`src/rtl/rfsh_pkg.sv`:
```
package rfsh_pkg;

  typedef enum logic [0:0] {
    MODE_RUN  = 1'b0,
    MODE_SELF = 1'b1
  } rfsh_mode_e;

  // Integer ceiling division.
  function automatic int unsigned cdiv(input int unsigned num, input int unsigned den);
    return (num + den - 1) / den;
  endfunction

  // Nanoseconds to whole clocks, rounded up.
  function automatic int unsigned ns_to_cyc(input int unsigned ns, input int unsigned period_ps);
    return cdiv(ns * 1000, period_ps);
  endfunction

  function automatic int unsigned max2(input int unsigned a, input int unsigned b);
    return (a > b) ? a : b;
  endfunction

  // Bits needed to hold the value v.
  function automatic int bits_for(input int unsigned v);
    return (v < 2) ? 1 : $clog2(v + 1);
  endfunction

  // Selects one of three loads by index (used by the wait-timer generate loop).
  function automatic int unsigned pick3(input int idx, input int unsigned a,
                                        input int unsigned b, input int unsigned c);
    return (idx == 0) ? a : ((idx == 1) ? b : c);
  endfunction

endpackage

```
`src/rtl/rfsh_interval.sv`:
```
module rfsh_interval #(
  parameter int unsigned PERIOD = 975,
  parameter int          IW     = 10
) (
  input  logic clk,
  input  logic rst_n,
  input  logic run,
  output logic tick
);

  logic [IW-1:0] phase_q;
  logic          at_end;

  assign at_end = (phase_q == IW'(PERIOD - 1));
  assign tick   = run && at_end;

  always_ff @(posedge clk or negedge rst_n) begin
    if (!rst_n)       phase_q <= '0;
    else if (!run)    phase_q <= '0;
    else if (at_end)  phase_q <= '0;
    else              phase_q <= phase_q + 1'b1;
  end


  tick_gap_chk: assert property (@(posedge clk) disable iff (!rst_n)
    tick |=> !tick);


  idle_phase_chk: assert property (@(posedge clk) disable iff (!rst_n)
    !run |=> !tick);

endmodule

```
`src/rtl/rfsh_credit.sv`:
```
module rfsh_credit #(
  parameter int unsigned MAX_LVL = 8,
  parameter int unsigned URG_LVL = 8,
  parameter int          CW      = 4
) (
  input  logic          clk,
  input  logic          rst_n,
  input  logic          clr,
  input  logic          tick,
  input  logic          take,
  output logic [CW-1:0] level,
  output logic          urgent
);

  logic [CW-1:0] level_d;

  always_comb begin
    int sum;
    sum = int'(level) + (tick ? 1 : 0) - (take ? 1 : 0);
    if (sum > int'(MAX_LVL)) sum = int'(MAX_LVL);
    if (sum < 0)             sum = 0;
    level_d = CW'(sum);
  end

  always_ff @(posedge clk or negedge rst_n) begin
    if (!rst_n)   level <= '0;
    else if (clr) level <= '0;
    else          level <= level_d;
  end

  assign urgent = (level >= CW'(URG_LVL));


  no_overflow_chk: assert property (@(posedge clk) disable iff (!rst_n)
    level <= CW'(MAX_LVL));


  tick_rise_chk: assert property (@(posedge clk) disable iff (!rst_n)
    tick && !take && !clr && (level < CW'(MAX_LVL)) |=> level == $past(level) + 1'b1);


  take_drop_chk: assert property (@(posedge clk) disable iff (!rst_n)
    take && !tick && !clr |=> level == $past(level) - 1'b1);


  both_hold_chk: assert property (@(posedge clk) disable iff (!rst_n)
    tick && take && !clr |=> $stable(level));


  clr_empty_chk: assert property (@(posedge clk) disable iff (!rst_n)
    clr |=> level == '0);

endmodule

```
`src/rtl/rfsh_delay.sv`:
```
module rfsh_delay #(
  parameter int unsigned LOAD = 9,
  parameter int          DW   = 8
) (
  input  logic clk,
  input  logic rst_n,
  input  logic clr,
  input  logic load,
  output logic busy
);

  logic [DW-1:0] left_q;

  always_ff @(posedge clk or negedge rst_n) begin
    if (!rst_n)           left_q <= '0;
    else if (clr)         left_q <= '0;
    else if (load)        left_q <= DW'(LOAD);
    else if (left_q != 0) left_q <= left_q - 1'b1;
  end

  assign busy = (left_q != '0);


  load_full_chk: assert property (@(posedge clk) disable iff (!rst_n)
    load && !clr |=> left_q == DW'(LOAD));


  count_down_chk: assert property (@(posedge clk) disable iff (!rst_n)
    busy && !load && !clr |=> left_q == $past(left_q) - 1'b1);

endmodule

```
`src/rtl/rfsh_sched.sv`:
```
module rfsh_sched
  import rfsh_pkg::*;
#(
  parameter int unsigned CLK_PERIOD_PS = 8000,
  parameter int unsigned REFI_NS       = 7800,
  parameter int unsigned RFC_NS        = 70,
  parameter int unsigned XSNR_NS       = 75,
  parameter int unsigned XSRD_CLKS     = 200,
  parameter int unsigned MAX_POSTPONE  = 8,
  parameter int unsigned URGENT_AT     = 8
) (
  input  logic clk,
  input  logic rst_n,
  input  logic ref_grant,
  input  logic sr_enter,
  input  logic sr_exit,
  output logic ref_req,
  output logic ref_urgent,
  output logic nonrd_ok,
  output logic rd_ok,
  output logic sr_active
);

  localparam int unsigned REFI_CYC = ns_to_cyc(REFI_NS, CLK_PERIOD_PS);
  localparam int unsigned RFC_CYC  = ns_to_cyc(RFC_NS, CLK_PERIOD_PS);
  localparam int unsigned XSNR_CYC = max2(ns_to_cyc(XSNR_NS, CLK_PERIOD_PS), RFC_CYC + 1);
  localparam int unsigned XSRD_CYC = XSRD_CLKS;
  localparam int          IW       = bits_for(REFI_CYC - 1);
  localparam int          CW       = bits_for(MAX_POSTPONE);
  localparam int          DW       = bits_for(max2(max2(RFC_CYC, XSNR_CYC), XSRD_CYC));
  localparam int          NWAIT    = 3;   // 0: refresh cycle, 1: non-read exit, 2: read exit

  rfsh_mode_e    mode_q;
  logic          run;
  logic          tick;
  logic [CW-1:0] level;
  logic          grant_acc;
  logic          enter_acc;
  logic          exit_acc;
  logic [NWAIT-1:0] wait_busy;
  logic [NWAIT-1:0] wait_load;
  logic [NWAIT-1:0] wait_clr;

  assign run       = (mode_q == MODE_RUN);
  assign ref_req   = run && (level != '0) && !wait_busy[0] && !wait_busy[1];
  assign grant_acc = ref_grant && ref_req;
  assign enter_acc = sr_enter && run && !wait_busy[0] && !grant_acc;
  assign exit_acc  = sr_exit && !run;

  always_ff @(posedge clk or negedge rst_n) begin
    if (!rst_n)         mode_q <= MODE_RUN;
    else if (enter_acc) mode_q <= MODE_SELF;
    else if (exit_acc)  mode_q <= MODE_RUN;
  end

  rfsh_interval #(.PERIOD(REFI_CYC), .IW(IW)) u_interval (
    .clk   (clk),
    .rst_n (rst_n),
    .run   (run && !enter_acc),
    .tick  (tick)
  );

  rfsh_credit #(.MAX_LVL(MAX_POSTPONE), .URG_LVL(URGENT_AT), .CW(CW)) u_credit (
    .clk    (clk),
    .rst_n  (rst_n),
    .clr    (enter_acc),
    .tick   (tick),
    .take   (grant_acc),
    .level  (level),
    .urgent (ref_urgent)
  );

  assign wait_load = {exit_acc, exit_acc, grant_acc};
  assign wait_clr  = {NWAIT{enter_acc}};

  for (genvar g = 0; g < NWAIT; g++) begin : g_wait
    rfsh_delay #(.LOAD(pick3(g, RFC_CYC, XSNR_CYC, XSRD_CYC)), .DW(DW)) u_dly (
      .clk   (clk),
      .rst_n (rst_n),
      .clr   (wait_clr[g]),
      .load  (wait_load[g]),
      .busy  (wait_busy[g])
    );
  end

  assign nonrd_ok  = run && !wait_busy[0] && !wait_busy[1];
  assign rd_ok     = run && !wait_busy[2];
  assign sr_active = !run;


  grant_block_chk: assert property (@(posedge clk) disable iff (!rst_n)
    grant_acc |=> !nonrd_ok && !ref_req);


  self_quiet_chk: assert property (@(posedge clk) disable iff (!rst_n)
    sr_active |-> !ref_req && !nonrd_ok && !rd_ok && !ref_urgent);


  enter_take_chk: assert property (@(posedge clk) disable iff (!rst_n)
    enter_acc |=> sr_active);


  exit_nonrd_chk: assert property (@(posedge clk) disable iff (!rst_n)
    exit_acc |=> !sr_active && !nonrd_ok && !ref_req);


  exit_rd_chk: assert property (@(posedge clk) disable iff (!rst_n)
    exit_acc |=> !rd_ok);


  self_hold_chk: assert property (@(posedge clk) disable iff (!rst_n)
    sr_active && !sr_exit |=> sr_active);


  urgent_req_chk: assert property (@(posedge clk) disable iff (!rst_n)
    ref_urgent |-> run && (level != '0));

endmodule

```
`config.mk`:
```
export PLATFORM = sky130hd
export DESIGN_NAME = rfsh_sched
export DESIGN_NICKNAME = d
export VERILOG_FILES = /design/src/rtl/rfsh_pkg.sv /design/src/rtl/rfsh_interval.sv /design/src/rtl/rfsh_credit.sv /design/src/rtl/rfsh_delay.sv /design/src/rtl/rfsh_sched.sv
export SDC_FILE = /design/constraint.sdc
export NUM_CORES = 1
export LEC_CHECK = 0
export ABC_AREA = 1
export BUFFER_PORTS_ARGS = -buffer_cell sky130_fd_sc_hd__buf_4
export CORE_ASPECT_RATIO = 0.75
export CORE_UTILIZATION = 61
export CTS_CLUSTER_SIZE = 40
export DETAILED_ROUTE_END_ITERATION = 7
export PLACE_DENSITY = 0.9
export RECOVER_POWER = 50
export REMOVE_ABC_BUFFERS = 1
export SLEW_MARGIN = 10
export SYNTH_ARGS = -nofsm -noshare
export SYNTH_HDL_FRONTEND = slang
export SYNTH_SLANG_ARGS = --single-unit
export TNS_END_PERCENT = 30
```
`constraint.sdc`:
```
create_clock -name clk -period 4.13 [get_ports clk]
set_input_delay 0.2065 -clock clk [delete_from_list [all_inputs] [get_ports clk]]
set_output_delay 0.2065 -clock clk [all_outputs]
set_load 0.1 [all_outputs]
```
==> metrics, run 1 <==
status finished, violations left; failing checks max-capacitance violations, max-slew violations; Warnings, synthesis 0; Initial Util between 60% and 70%; Max transition margin -37.0%; setup fix buffers added after clock tree synthesis 0; largest cells by area after synthesis dfrtp_1 39%, ha_1 8.0%, inv_1 7.5%; Final setup violation count 0; FMAX 271 MHz; average routed wire per standard cell between 10 and 15 µm; post-route design area ~2700 µm²; Static Leak 1.45 nW; Remaining DRCs 0; vias in the first global route roughly 1800; initial DRC count around 150; Fin Setup TNS 0 ns; reg2reg end u_credit.level[0]; Final HPWL DP 3.40 mm; Total GRT Usage a little under a quarter; DRT Pass-1 Iters 4; share of layout cells above drive strength 1 approximately 16%; post-synthesis async set-or-reset flop share between 90% and 100%; Worst Hold Launch sr_exit; syn_area_per_cell between 8 and 9 µm²; Seq cells post-synth 39; CTS tree done; CTS HTree Levels 2; Worst Max-Slew Pin Slew between 2 and 2.5 ns; most frequent cells in the layout 50 x inv_1, 39 x nand2_1, 39 x dfrtp_1; unrepaired setup endpoints after global routing no; via count approximately 1900; WHS Path Cells 2; Final Skew 0.00484 ns; Final period util 89.4%; IO Pins 10; r2r startpoint g_wait[0].u_dly.left_q[0]; Largest stage delay, worst path approximately 0.40 ns; die width between 70 and 80 µm; Routed Antenna Nets 0; WHS Endpoint sr_active; crit path max-delay cell type dfrtp_1; depth of the most critical reg-to-reg path 21; dominant synthesized flop cell dfrtp_1; register area share after synthesis 39.1%; R2R setup slack ~0.44 ns; Syn Std Cell Area 2490 µm²; largest net degree at the start of global routing 40; # Max-Cap Violations 1; die height about 57 µm; Netlist cell types 35; kind of critical path register to register; share of the synthesized area in the top cell type 39.1%; num rows 19; grt ovf 0; Root Driver clkbuf_8; Max Root-Sink Buffers 2; ANT cells 0; Post-Route WL 4.60 mm; vias per cell 5.31; Final Hold Vio Count 0; Num CTS Buffers 5; nature of the critical path endpoint register; clk sink count 39; Die Area 4350 µm²; Port Buf Inserts 9; Clock Latency Late Sink around 0.29 ns; Reg clk slew, reported paths 0.07 ns; RePlAce Congestion between 0.8 and 0.9; leading area contributor after synthesis dfrtp_1; Worst Hold Class primary input to register; nets@finish approximately 330; final period demand of the worst path between 3 and 4 ns; first-pass GRT wire length 7.74 mm; Placed Area ~2600 µm²; critical-path maximum fanout 11; initial antenna violation count 0; final max-slew violation count 40; Data required, critical path around 4.4 ns; core area ~3800 µm²; critical path data arrival time roughly 3.9 ns; Post-synth EDFFs 0; area grow syn2layout 8.98%; cell area power density ~630 nW/µm²; Fillers between 200 and 300; VDD IR max 0.347 mV; CP Launch Type register; commonest non-fill, non-tap cell in the layout inv_1; Syn Inst Count just under 300; crit path cell chain inv_1, ha_1, nand3_2, nor2_8, nand4_1, nand2_2, nand4_1, ha_1, inv_1, ha_1, inv_1, fa_1, nand3b_1, and2_1, ha_1, nand2_1, a31oi_1, nand2_1, inv_1, nand3_2, nor2_1
synth_stat cells (6+ instances only):
cell / instances
nor3_1: 11
a21oi_1: 10
xor2_1: 12
nand4_1: 7
ha_1: 16
nor2_2: 9
dfrtp_1: 39
nand3_1: 18
nand2_2: 6
inv_1: 50
nand2_1: 39
nor2_1: 29
critical path: cells and delay by family (launching register included):
kind | cells | cell delay, ns
AO/OA/AOI/OAI | 1 | 0.13
flip-flops | 1 | 0.40
buffers and inverters | 4 | 0.27
AND/OR/NAND/NOR | 11 | 1.52
adder cells (fa/ha/maj) | 5 | 1.27
through the flow:
stage	setup WS [ns]	instances	total power [mW]	hold WS (ns)	util, %
floorplan	0.394	290	1.26	-0.0891	-
global placement	0.627	351	1.37	0.201	69.2
detailed placement	0.472	351	1.41	0.204	69.2
CTS	0.452	360	1.70	0.110	72.1
global route	0.204	360	1.84	0.140	71.9
finish	0.439	360	1.70	0.114	71.9
cell type report:
type                    count  area, µm²  share of cell area [%]
clock buffers               8        100                    3.68
inverters                  53        201                    7.41
multi-input cells         198       1310                    48.0
flip-flops and latches     39        976                    35.9
well taps                  52       65.1                    2.39
repair buffers             10       70.1                    2.58
power by group:
part / internal (mW) / total, mW / switching (mW)
sequential: 0.545 / 0.692 / 0.147
clock: 0.152 / 0.282 / 0.130
combinational: 0.290 / 0.725 / 0.435
sequential cells by signal, indices dropped and copies added, names as in the netlist:
signal,cells
g_wait.u_dly.left_q,24
u_interval.phase_q,10
u_credit.level,4
sr_active,1
timing repair:
action                                 in CTS  in global routing
endpoints found under the hold margin      39                  0
hold buffers                                1                  0
resized for setup                           0                  0
cell families (layout without fill, tap and decap cells):
family	Yosys count	count (layout)	synth area share [%]
buf+inv	54	71	8.53
xor+xnor	15	15	5.27
compound gates	27	27	6.62
simple gates	139	139	31.6
flops	39	39	39.1
fa+ha+maj	17	17	8.83
worst max-delay path by stage:
stage,slack [ns],startpoint,depth (start not counted),endpoint
2_1_floorplan,0.39,sr_active,19,u_credit.level[1]
3_3_place_gp,0.63,g_wait[0].u_dly.left_q[0],21,u_credit.level[0]
3_5_place_dp,0.47,g_wait[0].u_dly.left_q[0],21,u_credit.level[0]
4_1_cts,0.45,g_wait[0].u_dly.left_q[0],21,u_credit.level[0]
5_1_grt,0.20,g_wait[0].u_dly.left_q[0],22,u_credit.level[0]
6_report,0.44,g_wait[0].u_dly.left_q[0],21,u_credit.level[0]
per-layer routing:
metal	global-route usage, %	wire, µm	part of all wire [%]	vias to the layer above
li1	-	-	-	970
met1	30.3	2140	47	895
met2	38.8	2200	48	37
met3	5.48	173	3.8	10
met4	10.6	87	1.9	0
met5	0	0	0	-
Note: power is estimated with default switching activity, not from simulation.
==> run 2, diff against run 1 <==
Settings changed: CORE_UTILIZATION 61 to 40, PLACE_DENSITY 0.9 to 0.67.
==> run 2 against run 1 <==
Against the previous run:
- the flow still finishes with violations (max-capacitance violations, max-slew violations)
- fmax increased by 0.60%
- final area is 1.2% higher
- register-to-register slack better by 0.02 ns
- utilization is 25 points lower
- combinational power down 2%
- final cell count is 7.2% higher
- clock skew increased by 0.0041 ns
- critical path type unchanged
- count of clock-buffer cells in the layout is the same
- clock power up 3%
- highest routed layer unchanged
- via count is 5.9% lower
- worst setup slack better by 0.022 ns
- critical endpoint is now u_credit.level[1]
- flip-flop and latch count unchanged
==> metrics, run 2 (synthesis gave the netlist of run 1 again) <==
Fillers 556 (+94%); clock share of power 17.2% (+0.6 points); CTS HTree Levels 2 (unchanged); core area 5920 µm² (+57%); nature of the critical path endpoint register; status finished, violations left; Initial Util 42.2% (-24 points); Routed Antenna Nets 0 (unchanged); Net Sw Frac 41.4% (-0.50 points); Final HPWL DP 3.34 mm (-1.7%); Routed met2 length 1.79 mm (-19%); critical-path maximum fanout 11 (unchanged); Remaining DRCs 0 (unchanged); final max-slew violation count 40 (unchanged); critical path data arrival time 3.90 ns (about the same); kind of critical path register to register; max FFs per register 24 (unchanged); DRT Pass-1 Iters 4 (unchanged); Place WS 0.491 ns (+0.0190 ns); vias in the first global route 1710 (-5.7%); Final Hold Vio Count 0 (unchanged); grt ovf 0 (unchanged); post-route design area 2750 µm² (+1.2%); cts repair resizes 0 (unchanged); Max transition margin -39.0% (-2.0 points); Worst Setup SP g_wait[0].u_dly.left_q[0]; Worst Hold Class primary input to register; die width 93.2 µm (+23%); largest net degree at the start of global routing 40 (unchanged); Final period util 88.8% (-0.53 points); Top reg by flops g_wait.u_dly.left_q; Metal-1 WL 2.40 mm (+12%); commonest non-fill, non-tap cell in the layout inv_1; Post-Route WL 4.46 mm (-3.2%); Total GRT Usage 15.2% (-8.7 points); setup ws final 0.461 ns (+0.0219 ns); initial DRC count 127 (-16%); die height 70.4 µm (+23%); clk sink count 39 (unchanged); Die Area 6560 µm² (+51%); num rows 24 (+5); Static Leak 1.45 nW (unchanged); CP Launch Type register; Max Root-Sink Buffers 2 (unchanged); FMAX 273 MHz (+0.60%); failing checks max-capacitance violations, max-slew violations; IO Pins 10 (unchanged); metal3 WL 217 µm (+25%); # Max-Cap Violations 1 (unchanged); Root Driver clkbuf_8; RePlAce Congestion 0.899 (+0.41%); internal power 0.986 mW (-0.18%); Worst Hold Launch sr_exit; Final Skew 0.00895 ns (+0.00410 ns); VDD IR max 0.264 mV (-24%); via count 1799 (-5.9%); switching power 0.696 mW (-2.2%); area grow syn2layout 10.3%; average routed wire per standard cell 11.5 µm (-9.7%); Largest regs g_wait.u_dly.left_q x24, u_interval.phase_q x10, u_credit.level x4; share of layout cells above drive strength 1 16.2% (unchanged); Final setup violation count 0 (unchanged); Tot Pwr 1.68 mW (-1.0%); unrepaired setup endpoints after global routing no; Clock Latency Late Sink 0.30 ns (about the same); Reg clk slew, reported paths 0.08 ns (about the same); ANT cells 0 (unchanged); final period demand of the worst path 3.67 ns (-0.0219 ns); CTS tree done; Worst Max-Slew Pin Slew 2.08 ns (+0.0297 ns); most frequent cells in the layout 50 x inv_1, 39 x nand2_1, 39 x dfrtp_1; Num CTS Buffers 5 (unchanged); Comb power frac 42.1% (-0.6 points); nets@finish 329 (unchanged); first-pass GRT wire length 7.78 mm (+0.45%); Placed Area 2650 µm² (+1.2%); cell area power density 611 nW/µm² (-2.2%); initial antenna violation count 0 (unchanged); Data required, critical path 4.36 ns (about the same); depth of the most critical reg-to-reg path 21 (unchanged); WHS Path Cells 2 (unchanged); r2r startpoint g_wait[0].u_dly.left_q[0]; Port Buf Inserts 9 (unchanged); part of the power in registers 40.7% (about the same); final core utilization 46.5% (-25 points); Top Metal Used met4; Fin Setup TNS 0 ns (unchanged); vias per cell 4.66 (-12%)
-- run 2: cell counts in the layout (fill, tap and decap cells not counted) --
No cell type changed its count.
-- run 2: worst paths after layout --
check	slack, ns	to
max in group asynchronous	1.89	g_wait[1].u_dly.left_q[3]
max reg2reg	0.46	u_credit.level[1]
min reg2reg	0.52	g_wait[0].u_dly.left_q[5]
min in group asynchronous	1.04	g_wait[0].u_dly.left_q[7]
max	0.46	u_credit.level[1]
min	0.1	sr_active
-- run 2: critical path, cell delays in order (launching register included) --
cell and delay, ns:
dfrtp_1 0.41, inv_1 0.08, ha_1 0.18, nand3_2 0.13, nor2_8 0.18, nand4_1 0.12
nand2_2 0.26, nand4_1 0.13, ha_1 0.28, inv_1 0.06, ha_1 0.15, inv_1 0.05
fa_1 0.39, nand3b_1 0.20, and2_1 0.18, ha_1 0.27, nand2_1 0.05, a31oi_1 0.13
nand2_1 0.09, inv_1 0.07, nand3_2 0.09, nor2_1 0.09
-- run 2: layout make-up --
type / instances / area (µm²) / share of cell area [%]
well taps: 78 / 97.6 / 3.55
repair buffers: 10 / 70.1 / 2.55
multi-input cells: 198 / 1310 / 47.5
inverters: 53 / 201 / 7.32
clock buffers: 8 / 100 / 3.64
flip-flops and latches: 39 / 976 / 35.5
-- run 2: through the flow --
| step | instances | hold slack (ns) |
|---|---|---|
| finish | 386 | 0.0998 |
| global route | 386 | 0.0911 |
| CTS | 386 | 0.0896 |
| detailed placement | 377 | 0.222 |
| global placement | 377 | 0.213 |
| floorplan | 290 | -0.0891 |
-- run 2: metal layers --
metal	GRT usage (%)	vias to the layer above
li1	-	963
met3	4.14	7
met2	20.6	29
met5	0	-
met4	5.13	0
met1	22.8	800
-- run 2: timing repair --
action                                 4_1_cts  5_1_grt
setup buffers                                0        0
endpoints found under the hold margin       39        0
hold buffers                                 1        0
-- run 2: power by group through the flow --
stage	registers (mW)	logic (mW)	clock network, mW
floorplan	0.664	0.598	0
global placement	0.688	0.693	0
detailed placement	0.689	0.711	0
CTS	0.683	0.716	0.298
global route	0.707	0.827	0.312
finish	0.684	0.708	0.290
